[src/rtl/insn_dec_pkg.sv]
// Package: shared field positions, widths, entry types and an entry builder
// for the instruction field decoder. Assumes a 32-bit word with a 6-bit
// primary opcode in the low bits.
package insn_dec_pkg;

    localparam int WORD_W   = 32;
    localparam int OPC_W    = 6;
    localparam int REG_W    = 5;
    localparam int IMM_S_W  = 16;
    localparam int IMM_R_W  = 5;
    localparam int IMM_J_W  = WORD_W - OPC_W;
    localparam int OPID_W   = OPC_W + 1;

    localparam int OPC_LSB   = 0;
    localparam int IMM16_LSB = OPC_W;
    localparam int IMM5_LSB  = OPC_W;
    localparam int OPX_LSB   = IMM5_LSB + IMM_R_W;
    localparam int RC_LSB    = OPX_LSB + OPC_W;
    localparam int RB_LSB    = RC_LSB + REG_W;
    localparam int RA_LSB    = RB_LSB + REG_W;

    localparam logic [OPC_W-1:0]  OPC_RFMT = 6'h3A;
    localparam logic [OPID_W-1:0] OPID_NOP = '1;
    localparam logic [REG_W-1:0]  LINK_REG = '1;

    typedef enum logic [1:0] {
        CLS_OP, CLS_NOP, CLS_ILLEGAL, CLS_UNIMPL
    } insn_cls_e;

    typedef enum logic [2:0] {
        IMM_NONE, IMM_SEXT, IMM_ZEXT, IMM_HIGH, IMM_IMM5, IMM_IMM26
    } imm_mode_e;

    typedef enum logic [1:0] {
        DST_NONE, DST_B, DST_C, DST_LINK
    } dst_sel_e;

    typedef struct packed {
        insn_cls_e cls;
        imm_mode_e imm_mode;
        dst_sel_e  dst;
        logic      priv;
    } dec_entry_t;

    // Builds one table entry from its four attributes.
    function automatic dec_entry_t mk(insn_cls_e c, imm_mode_e m, dst_sel_e d, logic p);
        dec_entry_t e;
        e.cls = c;
        e.imm_mode = m;
        e.dst = d;
        e.priv = p;
        return e;
    endfunction

endpackage

[src/rtl/insn_fields.sv]
// Module: splits an instruction word into all the fields of the three
// layouts at once. Assumes the fixed bit positions from the package;
// the caller chooses which fields are meaningful.
module insn_fields
    import insn_dec_pkg::*;
(
    input  logic [WORD_W-1:0]  word,
    output logic [OPC_W-1:0]   opc,
    output logic [OPC_W-1:0]   opx,
    output logic [REG_W-1:0]   ra,
    output logic [REG_W-1:0]   rb,
    output logic [REG_W-1:0]   rc,
    output logic [IMM_S_W-1:0] imm16,
    output logic [IMM_R_W-1:0] imm5,
    output logic [IMM_J_W-1:0] imm26
);

    // Pure bit slicing of the word into fields.
    always_comb begin
        opc   = word[OPC_LSB   +: OPC_W];
        opx   = word[OPX_LSB   +: OPC_W];
        ra    = word[RA_LSB    +: REG_W];
        rb    = word[RB_LSB    +: REG_W];
        rc    = word[RC_LSB    +: REG_W];
        imm16 = word[IMM16_LSB +: IMM_S_W];
        imm5  = word[IMM5_LSB  +: IMM_R_W];
        imm26 = word[IMM16_LSB +: IMM_J_W];
    end

endmodule

[src/rtl/insn_prim_tbl.sv]
// Module: primary opcode table. Gives the entry for an opcode, the opcode
// with I/O variants folded onto their plain counterparts, and a flag for
// the escape to the extended table. Assumes the caller ignores the entry
// when the escape flag is set.
module insn_prim_tbl
    import insn_dec_pkg::*;
(
    input  logic [OPC_W-1:0] opc,
    output dec_entry_t       ent,
    output logic [OPC_W-1:0] opc_norm,
    output logic             is_rfmt
);

    logic io_variant;

    // Folds I/O load/store variants onto the plain opcode (32 lower).
    always_comb begin
        io_variant = opc inside {6'd35, 6'd37, 6'd39, 6'd43, 6'd45, 6'd47, 6'd53, 6'd55};
        opc_norm   = io_variant ? {1'b0, opc[OPC_W-2:0]} : opc;
        is_rfmt    = (opc == OPC_RFMT);
    end

    // Primary table lookup: class, immediate mode, destination, privilege.
    always_comb begin
        case (opc)
            6'd0:  ent = mk(CLS_OP, IMM_IMM26, DST_LINK, 1'b0);
            6'd1:  ent = mk(CLS_OP, IMM_IMM26, DST_NONE, 1'b0);
            6'd3, 6'd7, 6'd11, 6'd15, 6'd23,
            6'd35, 6'd39, 6'd43, 6'd47, 6'd55:
                   ent = mk(CLS_OP, IMM_SEXT, DST_B, 1'b0);
            6'd5, 6'd13, 6'd21, 6'd37, 6'd45, 6'd53:
                   ent = mk(CLS_OP, IMM_SEXT, DST_NONE, 1'b0);
            6'd6, 6'd14, 6'd22, 6'd30, 6'd38, 6'd46, 6'd54:
                   ent = mk(CLS_OP, IMM_SEXT, DST_NONE, 1'b0);
            6'd4, 6'd36, 6'd8, 6'd16, 6'd24, 6'd32:
                   ent = mk(CLS_OP, IMM_SEXT, DST_B, 1'b0);
            6'd12, 6'd20, 6'd28, 6'd40, 6'd48:
                   ent = mk(CLS_OP, IMM_ZEXT, DST_B, 1'b0);
            6'd44, 6'd52, 6'd60:
                   ent = mk(CLS_OP, IMM_HIGH, DST_B, 1'b0);
            6'd56: ent = mk(CLS_OP, IMM_SEXT, DST_B, 1'b1);
            6'd19, 6'd27, 6'd51, 6'd59:
                   ent = mk(CLS_NOP, IMM_NONE, DST_NONE, 1'b0);
            6'd50: ent = mk(CLS_UNIMPL, IMM_NONE, DST_NONE, 1'b0);
            6'd58: ent = mk(CLS_OP, IMM_NONE, DST_NONE, 1'b0);
            default:
                   ent = mk(CLS_ILLEGAL, IMM_NONE, DST_NONE, 1'b0);
        endcase
    end

endmodule

[src/rtl/insn_ext_tbl.sv]
// Module: extended opcode table for the register-register layout. Every
// defined entry takes the 5-bit immediate zero-extended. Assumes it is
// consulted only when the primary opcode escapes to it.
module insn_ext_tbl
    import insn_dec_pkg::*;
(
    input  logic [OPC_W-1:0] opx,
    output dec_entry_t       ent
);

    logic priv_op;

    // Marks the control-transfer and control-register operations as privileged.
    always_comb priv_op = opx inside {6'd1, 6'd9, 6'd20, 6'd38, 6'd46};

    // Extended table lookup.
    always_comb begin
        case (opx)
            6'd2, 6'd3, 6'd6, 6'd7, 6'd8, 6'd11, 6'd14, 6'd16, 6'd18, 6'd19,
            6'd22, 6'd23, 6'd24, 6'd26, 6'd27, 6'd28, 6'd30, 6'd31, 6'd32,
            6'd36, 6'd37, 6'd38, 6'd39, 6'd40, 6'd48, 6'd49, 6'd57, 6'd58, 6'd59:
                ent = mk(CLS_OP, IMM_IMM5, DST_C, priv_op);
            6'd29:
                ent = mk(CLS_OP, IMM_IMM5, DST_LINK, 1'b0);
            6'd1, 6'd5, 6'd9, 6'd13, 6'd20, 6'd45, 6'd46, 6'd52, 6'd54:
                ent = mk(CLS_OP, IMM_IMM5, DST_NONE, priv_op);
            6'd4, 6'd12, 6'd41:
                ent = mk(CLS_NOP, IMM_NONE, DST_NONE, 1'b0);
            default:
                ent = mk(CLS_ILLEGAL, IMM_NONE, DST_NONE, 1'b0);
        endcase
    end

endmodule

[src/rtl/insn_imm_gen.sv]
// Module: resolves the immediate of the selected layout under the
// extension mode chosen by the table entry. Assumes the immediate fields
// are already sliced.
module insn_imm_gen
    import insn_dec_pkg::*;
(
    input  imm_mode_e          mode,
    input  logic [IMM_S_W-1:0] imm16,
    input  logic [IMM_R_W-1:0] imm5,
    input  logic [IMM_J_W-1:0] imm26,
    output logic [WORD_W-1:0]  imm
);

    localparam int PAD16 = WORD_W - IMM_S_W;
    localparam int PAD5  = WORD_W - IMM_R_W;
    localparam int PAD26 = WORD_W - IMM_J_W;

    // Extension multiplexer.
    always_comb begin
        case (mode)
            IMM_SEXT:  imm = {{PAD16{imm16[IMM_S_W-1]}}, imm16};
            IMM_ZEXT:  imm = {{PAD16{1'b0}}, imm16};
            IMM_HIGH:  imm = {imm16, {PAD16{1'b0}}};
            IMM_IMM5:  imm = {{PAD5{1'b0}}, imm5};
            IMM_IMM26: imm = {{PAD26{1'b0}}, imm26};
            default:   imm = '0;
        endcase
    end

endmodule

[src/rtl/insn_decoder.sv]
// Module: top of the instruction field decoder. Combines the two opcode
// tables, resolves faults, destination and immediate, and registers the
// result one cycle behind the input strobe. Assumes user_mode is valid
// together with in_valid.
module insn_decoder
    import insn_dec_pkg::*;
(
    input  logic              clk,
    input  logic              rst_n,
    input  logic              in_valid,
    input  logic [31:0]       insn,
    input  logic              user_mode,
    output logic              out_valid,
    output logic [6:0]        op_id,
    output logic [31:0]       imm,
    output logic [4:0]        reg_a,
    output logic [4:0]        reg_b,
    output logic [4:0]        reg_c,
    output logic [4:0]        dest,
    output logic              wr_en,
    output logic              fault_illegal,
    output logic              fault_unimpl,
    output logic              fault_priv
);

    logic [OPC_W-1:0]   f_opc, f_opx, p_norm;
    logic [REG_W-1:0]   f_ra, f_rb, f_rc, tgt;
    logic [IMM_S_W-1:0] f_imm16;
    logic [IMM_R_W-1:0] f_imm5;
    logic [IMM_J_W-1:0] f_imm26;
    logic [WORD_W-1:0]  imm_raw;
    dec_entry_t         p_ent, x_ent, sel_ent;
    logic               is_rfmt;

    logic [OPID_W-1:0]  n_opid;
    logic [WORD_W-1:0]  n_imm;
    logic [REG_W-1:0]   n_dest;
    logic               n_wr, n_ill, n_uni, n_prv, quiet;

    insn_fields u_fields (
        .word  (insn),
        .opc   (f_opc),
        .opx   (f_opx),
        .ra    (f_ra),
        .rb    (f_rb),
        .rc    (f_rc),
        .imm16 (f_imm16),
        .imm5  (f_imm5),
        .imm26 (f_imm26)
    );

    insn_prim_tbl u_prim (
        .opc      (f_opc),
        .ent      (p_ent),
        .opc_norm (p_norm),
        .is_rfmt  (is_rfmt)
    );

    insn_ext_tbl u_ext (
        .opx (f_opx),
        .ent (x_ent)
    );

    insn_imm_gen u_imm (
        .mode  (sel_ent.imm_mode),
        .imm16 (f_imm16),
        .imm5  (f_imm5),
        .imm26 (f_imm26),
        .imm   (imm_raw)
    );

    // Picks the table entry: the extended table when the primary escapes.
    always_comb sel_ent = is_rfmt ? x_ent : p_ent;

    // Fault classification; the three flags come from distinct classes.
    always_comb begin
        n_ill = (sel_ent.cls == CLS_ILLEGAL);
        n_uni = (sel_ent.cls == CLS_UNIMPL);
        n_prv = (sel_ent.cls == CLS_OP) && sel_ent.priv && user_mode;
        quiet = n_ill || n_uni || n_prv || (sel_ent.cls == CLS_NOP);
    end

    // Destination selection and write enable.
    always_comb begin
        case (sel_ent.dst)
            DST_B:    tgt = f_rb;
            DST_C:    tgt = f_rc;
            DST_LINK: tgt = LINK_REG;
            default:  tgt = '0;
        endcase
    end

    // Next-state values, forced to the quiet encoding for no-ops and faults.
    always_comb begin
        if (quiet) begin
            n_opid = OPID_NOP;
            n_imm  = '0;
            n_dest = '0;
            n_wr   = 1'b0;
        end else begin
            n_opid = is_rfmt ? {1'b1, f_opx} : {1'b0, p_norm};
            n_imm  = imm_raw;
            n_dest = tgt;
            n_wr   = (sel_ent.dst != DST_NONE) && (tgt != '0);
        end
    end

    // Output register: captures on the strobe, holds otherwise.
    always_ff @(posedge clk) begin
        if (!rst_n) begin
            out_valid     <= 1'b0;
            op_id         <= '0;
            imm           <= '0;
            reg_a         <= '0;
            reg_b         <= '0;
            reg_c         <= '0;
            dest          <= '0;
            wr_en         <= 1'b0;
            fault_illegal <= 1'b0;
            fault_unimpl  <= 1'b0;
            fault_priv    <= 1'b0;
        end else begin
            out_valid <= in_valid;
            if (in_valid) begin
                op_id         <= n_opid;
                imm           <= n_imm;
                reg_a         <= f_ra;
                reg_b         <= f_rb;
                reg_c         <= f_rc;
                dest          <= n_dest;
                wr_en         <= n_wr;
                fault_illegal <= n_ill;
                fault_unimpl  <= n_uni;
                fault_priv    <= n_prv;
            end
        end
    end

    a_r2_valid_follows: assert property (@(posedge clk) disable iff (!rst_n)
        in_valid |=> out_valid);

    a_r2_idle_holds: assert property (@(posedge clk) disable iff (!rst_n)
        !in_valid |=> (!out_valid && $stable(op_id) && $stable(imm) && $stable(wr_en) && $stable(dest)));

    a_r14_fault_quiet: assert property (@(posedge clk) disable iff (!rst_n)
        (fault_illegal || fault_unimpl || fault_priv) |-> (!wr_en && op_id == OPID_NOP && imm == '0 && dest == '0));

    a_r14_single_flag: assert property (@(posedge clk) disable iff (!rst_n)
        $countones({fault_illegal, fault_unimpl, fault_priv}) <= 1);

    a_r9_no_zero_write: assert property (@(posedge clk) disable iff (!rst_n)
        wr_en |-> (dest != '0));

    a_r13_priv_from_user: assert property (@(posedge clk) disable iff (!rst_n)
        (out_valid && fault_priv) |-> $past(user_mode));

endmodule

[config.mk]
export PLATFORM = sky130hd
export DESIGN_NAME = insn_decoder
export DESIGN_NICKNAME = d
export VERILOG_FILES = /design/src/rtl/insn_dec_pkg.sv /design/src/rtl/insn_fields.sv /design/src/rtl/insn_prim_tbl.sv /design/src/rtl/insn_ext_tbl.sv /design/src/rtl/insn_imm_gen.sv /design/src/rtl/insn_decoder.sv
export SDC_FILE = /design/constraint.sdc
export NUM_CORES = 1
export LEC_CHECK = 0
export BUFFER_PORTS_ARGS = -buffer_cell sky130_fd_sc_hd__clkbuf_2
export CAP_MARGIN = 25
export CORE_MARGIN = 4
export CORE_UTILIZATION = 45
export DETAILED_ROUTE_END_ITERATION = 10
export PLACE_DENSITY_LB_ADDON = 0.1
export SLEW_MARGIN = 20
export SYNTH_ARGS = -nofsm -noshare
export SYNTH_HDL_FRONTEND = slang
export SYNTH_SLANG_ARGS = --single-unit
[constraint.sdc]
create_clock -name clk -period 3.82 [get_ports clk]
set_input_delay 0.573 -clock clk [delete_from_list [all_inputs] [get_ports clk]]
set_output_delay 0.573 -clock clk [all_outputs]
set_load 0.01 [all_outputs]
==> impl_metrics.ini <==
[global_routing]
grt_max_degree = 32
overflow = 0
antenna_found_initial = 0
grt_pass1_wl_mm = 15.0
grt_pass1_vias = 2925
grt.total_usage = 0.215

[timing]
rsz0062_at_grt = no
fmax_mhz = 364
finalSetupTns_ns = 0
hold_violations = 0
post-route-period-util = 0.719
fin_skew_ns = 0
relSlewSlack = 0.401
finalCriticalPeriod_ns = 2.75
worst_pin_slew_ns = 0.892
slew_violations = 0
setup_viol = 0

[detailed_routing]
wl_per_cell_um = 16.9
drt-met1-wl_mm = 4.53
wl_met2_mm = 4.21
wl_mm = 9.54
routed.top_layer = met4
vias = 3224
drc_errors = 0
dr.pass1.iters = 5
antenna_left = 0
viasPerCell = 5.70
drt_iter0_drc = 184
wl_met3_um = 725

[setup_path]
crit_required_ns = 4.05
start_kind = primary input
setup.worst_path.end_class = flip-flop
worstPathArrival_ns = 2.98
path_class = primary input to flip-flop
cp_max_fo = 15

[cts]
cts_buffers = 9
ctsResizeCount = 0
cts_hold_buffers = 0
clockBufferDepth = 2
h-tree-depth = 3
path_clk_slew_ns = 0.07
cts_root_buf = clkbuf_8
insertion_delay_ns = 0.34
postCtsSetupBuffers = 0
cts_tree = yes
cts.sinks = 64

[logic_synthesis]
ys_seq_area_frac = 0.379
synth_ff_type = dfxtp_1
ys_ff_latch = 64
ys_warn_count = 0
syn_area_per_cell_sq_um = 8.81
yosys.area.top_type = dfxtp_1
synthesis.area_sq_um = 3380
ys_types = 65
ys_async_sr_fraction = 0
syn_inst = 384
synth_area_leaders = dfxtp_1 38%, mux2i_1 5.3%, nand2_1 4.9%
synth.top_cells.by_count = 64 x dfxtp_1, 44 x nand2_1, 23 x o21ai_0, 18 x mux2i_1
synth_edf_count = 0
synth_top_area_share = 0.379
synth_most_common_cell = dfxtp_1
synthesis.nets = 425

[layout]
postLayoutCellArea_sq_um = 4000
area_growth_pct = 18.3
diodes = 0
num-fill-cells = 757
fin_util = 0.549
drive_above_1_share = 0.283
finalNetCount = 503
finalNonFillerCells = 566

[run_status]
status = finished clean

[power]
ir_drop_uv = 308
powerDensity_nw_per_um2 = 373
p_leak_nw = 1.72
p_total_mw = 1.49

[placement]
dpl.hpwl_mm = 6.94
dpl.cell_count = 550
post_dp_cell_area_sq_um = 3840
place_congestion = 0.875
port_buffers = 99

[floorplan]
die-area_sq_um = 8970
start_util = 0.464
rows = 31
io_pins = 100
die_w_um = 94.7
core_sq_um = 7290
dieHeight_um = 94.7

[flow_run]
cap_violations = 0

[worst_hold_path]
min_path_type = flip-flop to flip-flop
flip-flops by register name, summed over array words and instances, names as in the netlist:
signal         cells
reg_a              5
out_valid          1
fault_priv         1
imm               32
reg_b              5
wr_en              1
reg_c              5
fault_unimpl       1
op_id              7
fault_illegal      1
dest               5
where the power goes:
group	switching, mW	internal, mW	total (mW)
sequential	0.0179	0.702	0.719
clock	0.260	0.234	0.495
combinational	0.172	0.106	0.278
total	0.451	1.04	1.49
metal layers:
| metal | vias up | track usage |
|---|---|---|
| met3 | 7 | 0.0677 |
| met4 | 0 | 0.0421 |
| met2 | 114 | 0.315 |
| li1 | 1579 | - |
| met5 | - | 0 |
| met1 | 1524 | 0.312 |
per-stage QoR:
stage	worst slack [ns]	hold slack, ns
2_1_floorplan	1.39	0.470
3_3_place_gp	0.855	0.446
3_5_place_dp	0.738	0.443
4_1_cts	1.10	0.452
5_1_grt	0.844	0.473
6_report	1.07	0.449
final cells by class:
cell class	instances	area, sq um	share of cell area
clock inverters	5	33.8	0.00844
flip-flops and latches	64	1280	0.320
well taps	99	124	0.0310
repair buffers	103	526	0.131
multi-input cells	274	1870	0.467
inverters	10	37.5	0.00938
clock buffers	11	131	0.0328
cell usage in the layout, fill, tap and decap left out, types with 4 or more instances in the layout:
| cell | synthesis | layout |
|---|---|---|
| clkbuf_2 | 0 | 99 |
| dfxtp_1 | 64 | 64 |
| nand2_1 | 44 | 44 |
| o21ai_0 | 23 | 23 |
| mux2i_1 | 18 | 18 |
| nor2_1 | 17 | 17 |
| a21oi_1 | 17 | 17 |
| nor2b_1 | 17 | 16 |
| a32o_1 | 12 | 12 |
| o21ai_1 | 11 | 11 |
| o31ai_1 | 11 | 11 |
| inv_1 | 10 | 10 |
| clkbuf_8 | 0 | 9 |
| and2_1 | 6 | 6 |
| a31oi_1 | 6 | 6 |
| a211oi_1 | 6 | 6 |
| and3_1 | 5 | 5 |
| a211o_1 | 5 | 5 |
| ha_1 | 5 | 5 |
| nor4bb_1 | 4 | 4 |
| a21boi_1 | 4 | 4 |
| a22oi_2 | 4 | 4 |
| buf_4 | 2 | 4 |
critical path, stage by stage:
cell and delay [ns]:
clkbuf_2 0.15, inv_1 0.10, ha_1 0.33, or3b_1 0.21, a21oi_1 0.05, a311oi_1 0.34, o31a_1 0.24, nand4_1 0.56
o31ai_1 0.43
kinds of logic (layout without fill, tap and decap cells):
family	Yosys count	count (layout)	share of synthesized area
AOI/OAI and AO/OA	130	130	0.286
and+or+nand+nor	120	120	0.191
xor gates and xnor gates	1	1	0.00259
buffers and inverters	46	129	0.0699
muxes	18	18	0.0533
adders and majority gates	5	5	0.0185
DFF	64	64	0.379
final timing paths:
| path | startpoint | to | slack [ns] | cells past startpoint |
|---|---|---|---|---|
| setup / recovery | insn[0] | imm[23] | 1.07 | 9 |
| hold / removal | dest[1] | dest[1] | 0.45 | 2 |
| setup reg to reg | dest[0] | dest[0] | 3.01 | 3 |
| hold reg to reg | dest[1] | dest[1] | 0.45 | 2 |
No activity file was read; power rests on OpenSTA's default activity.
